**src/rtl/dma_ctl_pkg.sv**
```systemverilog
package dma_ctl_pkg;
  localparam int unsigned DATA_W = 8;
  localparam int unsigned IDX_W  = 4;

  localparam logic [IDX_W-1:0] P_COMMAND  = 4'd8;
  localparam logic [IDX_W-1:0] P_SWREQ    = 4'd9;
  localparam logic [IDX_W-1:0] P_ONEMASK  = 4'd10;
  localparam logic [IDX_W-1:0] P_MODE     = 4'd11;
  localparam logic [IDX_W-1:0] P_PTRCLR   = 4'd12;
  localparam logic [IDX_W-1:0] P_MASTER   = 4'd13;
  localparam logic [IDX_W-1:0] P_MASKNONE = 4'd14;
  localparam logic [IDX_W-1:0] P_MASKALL  = 4'd15;

  // Command bits the controller can honour; anything else rejects the write.
  localparam logic [DATA_W-1:0] CMD_HONOURED = 8'h04;
  localparam int unsigned       SETBIT_POS   = 2;

  typedef struct packed {
    logic command;
    logic swreq;
    logic onemask;
    logic mode;
    logic ptrclr;
    logic master;
    logic masknone;
    logic maskall;
  } wr_strobe_t;

  function automatic logic cmd_is_legal(input logic [DATA_W-1:0] d);
    return (d & ~CMD_HONOURED) == '0;
  endfunction

  function automatic logic [DATA_W-1:0] read_select(
      input logic [IDX_W-1:0]  idx,
      input logic [DATA_W-1:0] status,
      input logic [DATA_W-1:0] mask_ext);
    if (idx == P_COMMAND)      return status;
    else if (idx == P_MASKALL) return mask_ext;
    else                       return '0;
  endfunction
endpackage

```
**src/rtl/dma_ctl_decode.sv**
```systemverilog
module dma_ctl_decode
  import dma_ctl_pkg::*;
(
  input  logic             wr_en,
  input  logic             rd_en,
  input  logic [IDX_W-1:0] port_idx,
  output wr_strobe_t       stb,
  output logic             status_rd
);
  always_comb begin
    stb = '0;
    if (wr_en) begin
      unique case (port_idx)
        P_COMMAND:  stb.command  = 1'b1;
        P_SWREQ:    stb.swreq    = 1'b1;
        P_ONEMASK:  stb.onemask  = 1'b1;
        P_MODE:     stb.mode     = 1'b1;
        P_PTRCLR:   stb.ptrclr   = 1'b1;
        P_MASTER:   stb.master   = 1'b1;
        P_MASKNONE: stb.masknone = 1'b1;
        P_MASKALL:  stb.maskall  = 1'b1;
        default:    stb          = '0;
      endcase
    end
  end

  // A read only counts as a status read when no write shares the cycle.
  assign status_rd = rd_en && !wr_en && (port_idx == P_COMMAND);
endmodule

```
**src/rtl/dma_ctl_mask.sv**
```systemverilog
module dma_ctl_mask #(
  parameter int unsigned NCH = 4,
  localparam int unsigned CHW = $clog2(NCH)
) (
  input  logic           clk,
  input  logic           rst_n,
  input  logic           one_wr,
  input  logic           master,
  input  logic           none_wr,
  input  logic           all_wr,
  input  logic [CHW-1:0] sel,
  input  logic           set_bit,
  input  logic [NCH-1:0] load,
  output logic [NCH-1:0] mask
);
  logic [NCH-1:0] mask_d;

  always_comb begin
    mask_d = mask;
    if (master)  mask_d = '1;
    if (none_wr) mask_d = '0;
    if (all_wr)  mask_d = load;
    if (one_wr) begin
      for (int c = 0; c < NCH; c++) begin
        if (sel == CHW'(c)) mask_d[c] = set_bit;
      end
    end
  end

  always_ff @(posedge clk or negedge rst_n) begin
    if (!rst_n) mask <= '1;
    else        mask <= mask_d;
  end
endmodule

```
**src/rtl/dma_ctl_status.sv**
```systemverilog
module dma_ctl_status #(
  parameter int unsigned NCH = 4,
  localparam int unsigned CHW = $clog2(NCH),
  localparam int unsigned SW  = 2 * NCH
) (
  input  logic           clk,
  input  logic           rst_n,
  input  logic           req_wr,
  input  logic           master,
  input  logic           rd_clr,
  input  logic [CHW-1:0] sel,
  input  logic           set_bit,
  input  logic [NCH-1:0] hold,
  input  logic [NCH-1:0] release_r,
  input  logic [NCH-1:0] tc,
  output logic [SW-1:0]  status
);
  logic [SW-1:0] status_d;

  // Order of the updates is the priority: CPU actions first, external last.
  always_comb begin
    status_d = status;
    if (master) status_d = '0;
    if (rd_clr) status_d[NCH-1:0] = '0;
    for (int c = 0; c < NCH; c++) begin
      if (req_wr && (sel == CHW'(c))) begin
        status_d[NCH+c] = set_bit;
        status_d[c]     = 1'b0;
      end
      if (tc[c]) status_d[c] = 1'b1;
      if (hold[c])           status_d[NCH+c] = 1'b1;
      else if (release_r[c]) status_d[NCH+c] = 1'b0;
    end
  end

  always_ff @(posedge clk or negedge rst_n) begin
    if (!rst_n) status <= '0;
    else        status <= status_d;
  end
endmodule

```
**src/rtl/dma_ctl_modes.sv**
```systemverilog
module dma_ctl_modes
  import dma_ctl_pkg::*;
#(
  parameter int unsigned NCH = 4,
  localparam int unsigned CHW = $clog2(NCH)
) (
  input  logic                  clk,
  input  logic                  rst_n,
  input  logic                  mode_wr,
  input  logic [CHW-1:0]        sel,
  input  logic [DATA_W-1:0]     data,
  output logic [NCH*DATA_W-1:0] modes
);
  for (genvar g = 0; g < NCH; g++) begin : g_chan
    logic [DATA_W-1:0] mode_q;
    always_ff @(posedge clk or negedge rst_n) begin
      if (!rst_n)                              mode_q <= '0;
      else if (mode_wr && (sel == CHW'(g)))    mode_q <= data;
    end
    assign modes[g*DATA_W +: DATA_W] = mode_q;
  end
endmodule

```
**src/rtl/dma_ctl_decoder.sv**
```systemverilog
module dma_ctl_decoder
  import dma_ctl_pkg::*;
#(
  parameter int unsigned NCH = 4,
  localparam int unsigned CHW = $clog2(NCH),
  localparam int unsigned SW  = 2 * NCH
) (
  input  logic                  clk,
  input  logic                  rst_n,
  input  logic                  wr_en,
  input  logic                  rd_en,
  input  logic [IDX_W-1:0]      port_idx,
  input  logic [DATA_W-1:0]     wr_data,
  output logic [DATA_W-1:0]     rd_data,
  input  logic [NCH-1:0]        hold_req,
  input  logic [NCH-1:0]        release_req,
  input  logic [NCH-1:0]        tc_done,
  output logic [NCH-1:0]        mask_out,
  output logic [NCH-1:0]        req_out,
  output logic [DATA_W-1:0]     cmd_out,
  output logic [NCH*DATA_W-1:0] mode_out,
  output logic                  ptr_clr
);
  wr_strobe_t        stb;
  logic              status_rd;
  logic [SW-1:0]     status_q;
  logic [DATA_W-1:0] cmd_q;
  logic              ptr_clr_q;
  logic              cmd_load;
  logic              ptr_clr_ev;
  logic [CHW-1:0]    chan_sel;
  logic              chan_set;

  assign chan_sel   = wr_data[CHW-1:0];
  assign chan_set   = wr_data[SETBIT_POS];
  assign cmd_load   = stb.command && cmd_is_legal(wr_data);
  assign ptr_clr_ev = stb.ptrclr || stb.master;

  dma_ctl_decode u_dec (
    .wr_en     (wr_en),
    .rd_en     (rd_en),
    .port_idx  (port_idx),
    .stb       (stb),
    .status_rd (status_rd)
  );

  dma_ctl_mask #(.NCH(NCH)) u_mask (
    .clk     (clk),
    .rst_n   (rst_n),
    .one_wr  (stb.onemask),
    .master  (stb.master),
    .none_wr (stb.masknone),
    .all_wr  (stb.maskall),
    .sel     (chan_sel),
    .set_bit (chan_set),
    .load    (wr_data[NCH-1:0]),
    .mask    (mask_out)
  );

  dma_ctl_status #(.NCH(NCH)) u_stat (
    .clk       (clk),
    .rst_n     (rst_n),
    .req_wr    (stb.swreq),
    .master    (stb.master),
    .rd_clr    (status_rd),
    .sel       (chan_sel),
    .set_bit   (chan_set),
    .hold      (hold_req),
    .release_r (release_req),
    .tc        (tc_done),
    .status    (status_q)
  );

  dma_ctl_modes #(.NCH(NCH)) u_modes (
    .clk     (clk),
    .rst_n   (rst_n),
    .mode_wr (stb.mode),
    .sel     (chan_sel),
    .data    (wr_data),
    .modes   (mode_out)
  );

  always_ff @(posedge clk or negedge rst_n) begin
    if (!rst_n) begin
      cmd_q     <= '0;
      ptr_clr_q <= 1'b0;
    end else begin
      ptr_clr_q <= ptr_clr_ev;
      if (stb.master)    cmd_q <= '0;
      else if (cmd_load) cmd_q <= wr_data;
    end
  end

  assign cmd_out = cmd_q;
  assign ptr_clr = ptr_clr_q;
  assign req_out = status_q[SW-1:NCH];
  assign rd_data = (rd_en && !wr_en)
                 ? read_select(port_idx, DATA_W'(status_q), DATA_W'(mask_out))
                 : '0;
endmodule

```
**config.mk**
```make
export PLATFORM = sky130hd
export DESIGN_NAME = dma_ctl_decoder
export DESIGN_NICKNAME = d
export VERILOG_FILES = /design/src/rtl/dma_ctl_pkg.sv /design/src/rtl/dma_ctl_decode.sv /design/src/rtl/dma_ctl_mask.sv /design/src/rtl/dma_ctl_status.sv /design/src/rtl/dma_ctl_modes.sv /design/src/rtl/dma_ctl_decoder.sv
export SDC_FILE = /design/constraint.sdc
export NUM_CORES = 1
export LEC_CHECK = 0
export CAP_MARGIN = 25
export CORE_AREA = 2 2 73 75
export CTS_CLUSTER_SIZE = 25
export DETAILED_ROUTE_END_ITERATION = 12
export DIE_AREA = 0 0 75 77
export DONT_BUFFER_PORTS = 1
export MAX_ROUTING_LAYER = met4
export PLACE_DENSITY = 0.72
export SETUP_SLACK_MARGIN = 0.15
export SLEW_MARGIN = 0
export SYNTH_ARGS = -nofsm -noshare
export SYNTH_HDL_FRONTEND = slang
export SYNTH_SLANG_ARGS = --single-unit
export TNS_END_PERCENT = 100
```
**constraint.sdc**
```tcl
create_clock -name clk -period 0.8 [get_ports clk]
set_input_delay 0 -clock clk [delete_from_list [all_inputs] [get_ports clk]]
set_output_delay 0 -clock clk [all_outputs]
set_load 0.005 [all_outputs]
```
==> run metrics, run 1 <==
status finished with violations; failing checks negative hold slack, negative setup slack; CP Cell Sequence buf_6 -> a22o_1; DP HPWL a little under 4 mm; Int Pwr about 0.005 W; Final Hold Viols 61; Final Skew 0 ns; Vias/cell 5.509; RSZ-0062 raised after global routing true; GP Congestion 0.8409; Slowest cell on crit path dfstp_2; XOR/XNOR Fraction of Synth Area 0%; drt total wl between 6 and 7 mm; Largest stage delay, worst path 0.56 ns; number of H-tree levels 2; Seq/Total Area, Yosys 55.71%; Initial Util 48.01%; Critical Path RT 0.80 ns; Synth Register Bits 53; DRC Markers 0; Cells after DPL 293; peak supply drop 1.332 mV; leakage power 1.616 nW; antenna cells 0; global-route wire length before repair 9.942 mm; most frequent cells in the layout dfrtp_1 (49), buf_6 (38), mux2_4 (25); filler cell count roughly 320; Netlist cell types 40; Mapped Nets between 200 and 250; Mapped Cells 193; maxcap violations 0; Die X 75 um; max-slew violation total from the final report 0; initial antenna violation count 0; Syn Area/Cell 12.38 um^2; Compound-Gate Fraction of Synth Area under 10%; CP endpoint kind primary output; largest family of logic cells by synthesized area simple AND/OR/NAND/NOR gates; Data arrival, critical path 1.10 ns; multiplexer share of the synthesized area 14.29%; WHS -0.6260 ns; final period utilization 137.4%; I/O Pins 85; Worst-path clk slew 0.10 ns; largest net degree at the start of global routing 54; First-pass DRT Iterations 4; Switch Pwr about 0.0015 W; Clock Power Share 28.7%; initial DRC count 135; Post-Synth Simple-Gate Area 16.96%; Net Sw Frac roughly a quarter; Crit Path Max Fanout 2; full die area 5775 um^2; sequential power share between 50% and 60%; Final Non-Filler Cells 332; Routed Antenna Nets 0; Root Driver clkbuf_8; # rows 26; clk_lat worst skew 0.30 ns; Setup-failing EPs final 52; most common cell after layout, fill and taps aside dfrtp_1; mean routed wirelength per cell 19.63 um; Hold/Removal Path Class in2async; Place WS -0.3542 ns; Die Ht around 77 um; Num CTS Buffers 5; Tightest Pin Transition 0.3941 ns; startpoint class of the critical path flip-flop; Layout Nets around 290; relative max-transition margin 73.73%; final worst slack -0.2992 ns; critical path class reg2out; fmax 0.9097 GHz; I/O Buffers 0; PD cells 1819 nW/um^2; core area 4977 um^2; Gate power share 21.1%; fin crit period between 1 and 1.5 ns; buffers and inverters on the worst path 1; CTS tree yes; Synth Cell Area about 2400 um^2; delay-heaviest family, CP flip-flops; Sink Count 53; GRT Util Overall 23.64%; # hold bufs at CTS 23; synth warn 0; layout cells sized above 1 45.42%; grt total ovfl 0; clock buffer depth 2; vias 1829; vias in the first global route ~1900; Area Growth Syn to Fin 46.70%; Post-Synth Adder-Cell Area 0%
[state kept, by name (all words and copies together), names as in the netlist]
signal                 flops
u_modes.g_chan.mode_q     32
ptr_clr                    1
u_stat.status              8
cmd_out                    8
u_mask.mask                4
[final cells by class]
cell class | count | area [um^2] | area share (%)
multi-input cells | 120 | 1157 | 33.01
well taps | 70 | 87.58 | 2.498
clock inverters | 3 | 43.79 | 1.249
repair buffers | 74 | 790.8 | 22.56
flip-flops and latches | 53 | 1331 | 37.97
inverters | 7 | 26.28 | 0.7495
clock buffers | 5 | 68.82 | 1.963
[through the flow]
stage                     TNS, ns  cell area (um^2)  power (W)  util (%)
final                      -4.562              3506   0.006376     70.44
after global routing       -6.299              3506   0.006622     70.44
after CTS                  -6.191              3386   0.006303     68.02
after detailed placement   -12.20              2789   0.004069     56.03
after global placement     -10.36              2789   0.004042     56.03
after floorplan            -12.91              2484   0.003685         -
[path summary, 6_finish.rpt]
check / cells past startpoint / slack, ns / from / end
min in group clk: 1 / -0.16 / wr_data[2] / u_modes.g_chan[2].mode_q[2]$_DFFE_PN0P_
max in group asynchronous: 0 / 1.23 / rst_n / u_mask.mask[0]$_DFF_PN1_
worst max register to register: 4 / -0.20 / u_mask.mask[2]$_DFF_PN1_ / u_mask.mask[2]$_DFF_PN1_
worst max-delay path: 2 / -0.30 / u_mask.mask[1]$_DFF_PN1_ / rd_data[1]
worst min register to register: 1 / 0.52 / cmd_out[3]$_DFFE_PN0P_ / cmd_out[3]$_DFFE_PN0P_
worst min-delay path: 0 / -0.63 / rst_n / u_modes.g_chan[0].mode_q[3]$_DFFE_PN0P_
[per-layer routing]
metal | vias to the layer above | global-route usage, % | part of all wire (%)
li1 | 824 | - | -
met4 | 0 | 5.714 | 1.8
met2 | 71 | 36.40 | 52
met5 | - | - | 0
met3 | 13 | 5.256 | 6.4
met1 | 921 | 31.93 | 40
[cells in the mapped netlist (all sizes together)]
cell	count	area share [%]
nand2	6	0.94
nor4b	3	1.1
o22ai	1	0.26
and2	12	3.1
a31o	3	1.1
a31oi	5	1.3
and2b	2	0.63
and4b	2	0.84
and4	2	0.73
mux2i	6	2.5
mux2	25	12
nand3	5	1.6
o21a	1	0.31
o211ai	1	0.31
nand4	1	0.26
buf	10	2.9
nor2b	5	1.3
o311a	1	0.42
a21oi	4	0.84
a22o	4	1.5
or2	4	1.0
nor2	7	1.3
inv	7	1.1
o21ai	6	1.3
nand4b	1	0.37
nand3b	3	0.94
dfrtp	49	51
clkbuf	3	0.52
nor3	1	0.68
o31ai	4	1.3
and3b	1	0.42
dfstp	4	4.4
nand2b	2	0.52
nor4	2	1.2
[kinds of logic after synthesis]
| group | after synthesis |
|---|---|
| buf+inv | 20 |
| simple gates | 59 |
| flops | 53 |
| mux | 31 |
| compound gates | 30 |
[power by group through the flow]
stage                     Clock [W]  Sequential, W  Combinational [W]
after floorplan                   0        0.00319           0.000493
after global placement            0        0.00319           0.000856
after detailed placement          0        0.00319           0.000878
after CTS                   0.00186        0.00319            0.00125
after global routing        0.00196        0.00323            0.00143
final                       0.00183        0.00320            0.00134
[what timing repair did]
item / CTS / global route
setup buffers: 5 / 3
setup endpoints to repair: 107 / 109
hold endpoints to repair: 98 / 61
pin swaps: 16 / 11
gates resized for setup: 59 / 23
(Power assumes the default switching activity.)
==> run 2: changes to the inputs <==
--- a/config.mk
+++ b/config.mk
@@ -12,7 +12,7 @@
 export DIE_AREA = 0 0 75 77
 export DONT_BUFFER_PORTS = 1
 export MAX_ROUTING_LAYER = met4
-export PLACE_DENSITY = 0.72
+export PLACE_DENSITY = 0.65
 export SETUP_SLACK_MARGIN = 0.15
 export SLEW_MARGIN = 0
 export SYNTH_ARGS = -nofsm -noshare
==> run metrics, run 2 (same netlist as run 1, synthesis figures left out) <==
global-route wire length before repair 9.984 mm (was 9.942 mm); # rows 26 (unchanged); Critical Path RT 0.80 ns (about the same); final worst slack -0.2985 ns (was -0.2992 ns); Setup-failing EPs final 58 (was 52); maxcap violations 0 (unchanged); Place WS -0.3465 ns (was -0.3542 ns); mean routed wirelength per cell 19.83 um (was 19.63 um); critical path class reg2out (unchanged); failing checks negative hold slack, negative setup slack (unchanged); Crit Path Max Fanout 2 (unchanged); Sink Count 53 (unchanged); status finished with violations (unchanged); I/O Pins 85 (unchanged); Root Driver clkbuf_8 (unchanged); GP Congestion 0.8157 (was 0.8409); largest net degree at the start of global routing 54 (unchanged); Vias/cell 5.447 (was 5.509); clk_lat worst skew 0.31 ns (was 0.30 ns); drt total wl 6.742 mm (was 6.517 mm); I/O Buffers 0 (unchanged); dpl cell area 2809 um^2 (was 2789 um^2); total chip power 0.006536 W (was 0.006376 W); First-pass DRT Iterations 4 (unchanged); initial antenna violation count 0 (unchanged); Reg with most FFs u_modes.g_chan.mode_q (unchanged); antenna cells 0 (unchanged); Initial Util 48.01% (unchanged); Final Hold Viols 56 (was 61); final period utilization 137.3% (was 137.4%); Final Non-Filler Cells 340 (was 332); most common cell after layout, fill and taps aside dfrtp_1 (unchanged); worst reg2reg path depth 4 (unchanged); CTS tree yes (unchanged); Final Skew 0 ns (unchanged); leakage power 1.641 nW (was 1.616 nW); core area 4977 um^2 (unchanged); DP HPWL 4.172 mm (was 3.890 mm); full die area 5775 um^2 (unchanged); Worst Setup SP u_mask.mask[0]$_DFF_PN1_ (was u_mask.mask[1]$_DFF_PN1_); relative max-transition margin 74.36% (was 73.73%); GRT Util Overall 23.50% (was 23.64%); Cells after DPL 299 (was 293); Data arrival, critical path 1.10 ns (about the same); Hold/Removal Path Class in2async (unchanged); max FFs per register 32 (unchanged); DRC Markers 0 (unchanged); RSZ-0062 raised after global routing true (unchanged); Die Ht 77 um (unchanged); initial DRC count 102 (was 135); Routed Antenna Nets 0 (unchanged); number of H-tree levels 2 (unchanged); vias 1852 (was 1829); WHS -0.6273 ns (was -0.6260 ns); peak supply drop 1.460 mV (was 1.332 mV); RR Startpoint u_mask.mask[0]$_DFF_PN1_ (was u_mask.mask[2]$_DFF_PN1_); layout cells sized above 1 47.78% (was 45.42%); clock buffer depth 2 (unchanged); most frequent cells in the layout dfrtp_1 (49), buf_6 (41), dlygate4sd3_1 (21) (was dfrtp_1 (49), buf_6 (38), mux2_4 (25)); # hold bufs at CTS 25 (was 23); Tightest Pin Transition 0.3836 ns (was 0.3941 ns); fin crit period 1.099 ns (about the same); Finished Cell Area 3557 um^2 (was 3506 um^2); max-slew violation total from the final report 0 (unchanged); CP endpoint kind primary output (unchanged); grt total ovfl 0 (unchanged); fmax 0.9103 GHz (was 0.9097 GHz); Num CTS Buffers 5 (unchanged); startpoint class of the critical path flip-flop (unchanged); Worst-path clk slew 0.09 ns (was 0.10 ns); Die X 75 um (unchanged); Reg-to-Reg End u_mask.mask[0]$_DFF_PN1_ (was u_mask.mask[2]$_DFF_PN1_); Worst Setup EP rd_data[0] (was rd_data[1]); Area Growth Syn to Fin 48.85% (was 46.70%); reg2reg setup slack -0.26 ns (was -0.20 ns); Layout Nets 297 (was 289); PD cells 1838 nW/um^2 (was 1819 nW/um^2); vias in the first global route 1938 (was 1896)
==> run 2: changes by cell type in the layout (fill, tap and decap cells not counted), sizes merged <==
| cell | before | now |
|---|---|---|
| clkinv | 1 | 0 |
| clkinvlp | 0 | 1 |
| clkbuf | 5 | 6 |
| buf | 51 | 57 |
| inv | 8 | 7 |
| dlygate4sd3 | 19 | 21 |
==> run 2: power breakdown <==
group          switching [W]  internal (W)  total (W)  leakage (nW)
clock               0.000869       0.00102    0.00189        0.0574
combinational       0.000451       0.00100    0.00145         0.912
sequential          0.000218       0.00298    0.00320         0.671
total                0.00154       0.00500    0.00654          1.64
==> run 2: through the flow <==
stage	TNS [ns]	util [%]
after floorplan	-12.91	-
after global placement	-9.981	56.44
after detailed placement	-10.90	56.44
after CTS	-5.947	68.48
after global routing	-6.889	71.47
final	-4.860	71.47
==> run 2: layout make-up <==
cell class / count / area, um^2
fillers: 340 / 1420
flip-flops and latches: 53 / 1331
multi-input cells: 120 / 1142
repair buffers: 82 / 849.6
well taps: 70 / 87.58
clock buffers: 6 / 82.58
clock inverters: 2 / 37.54
inverters: 7 / 26.28
==> run 2: worst min-delay path by stage <==
stage               start                                 endpoint  slack [ns]
floorplan           rst_n                   cmd_out[0]$_DFFE_PN0P_       -0.30
global placement    rst_n                   cmd_out[7]$_DFFE_PN0P_       -0.29
detailed placement  rst_n             u_stat.status[5]$_DFFE_PN0P_       -0.29
CTS                 rst_n  u_modes.g_chan[1].mode_q[7]$_DFFE_PN0P_       -0.63
global route        rst_n  u_modes.g_chan[1].mode_q[4]$_DFFE_PN0P_       -0.65
finish              rst_n  u_modes.g_chan[1].mode_q[2]$_DFFE_PN0P_       -0.63
==> run 2: critical path: stages (launching register included) <==
cell     delay, ns
dfstp_2       0.56
buf_6         0.10
a22o_1        0.14
==> run 2: repair_timing <==
action	4_1_cts	5_1_grt
gates resized for setup	49	34
pin swaps	17	4
buffers inserted	7	1
hold endpoints to repair	98	56
endpoints found under the setup margin	107	109
==> run 2: per-layer routing <==
metal / up-vias / track usage [%] / share of wire, %
met2: 82 / 36.14 / 51
met3: 17 / 6.307 / 7.8
met4: 0 / 8.750 / 2.1
li1: 831 / - / -
met1: 922 / 29.46 / 39
met5: - / - / 0
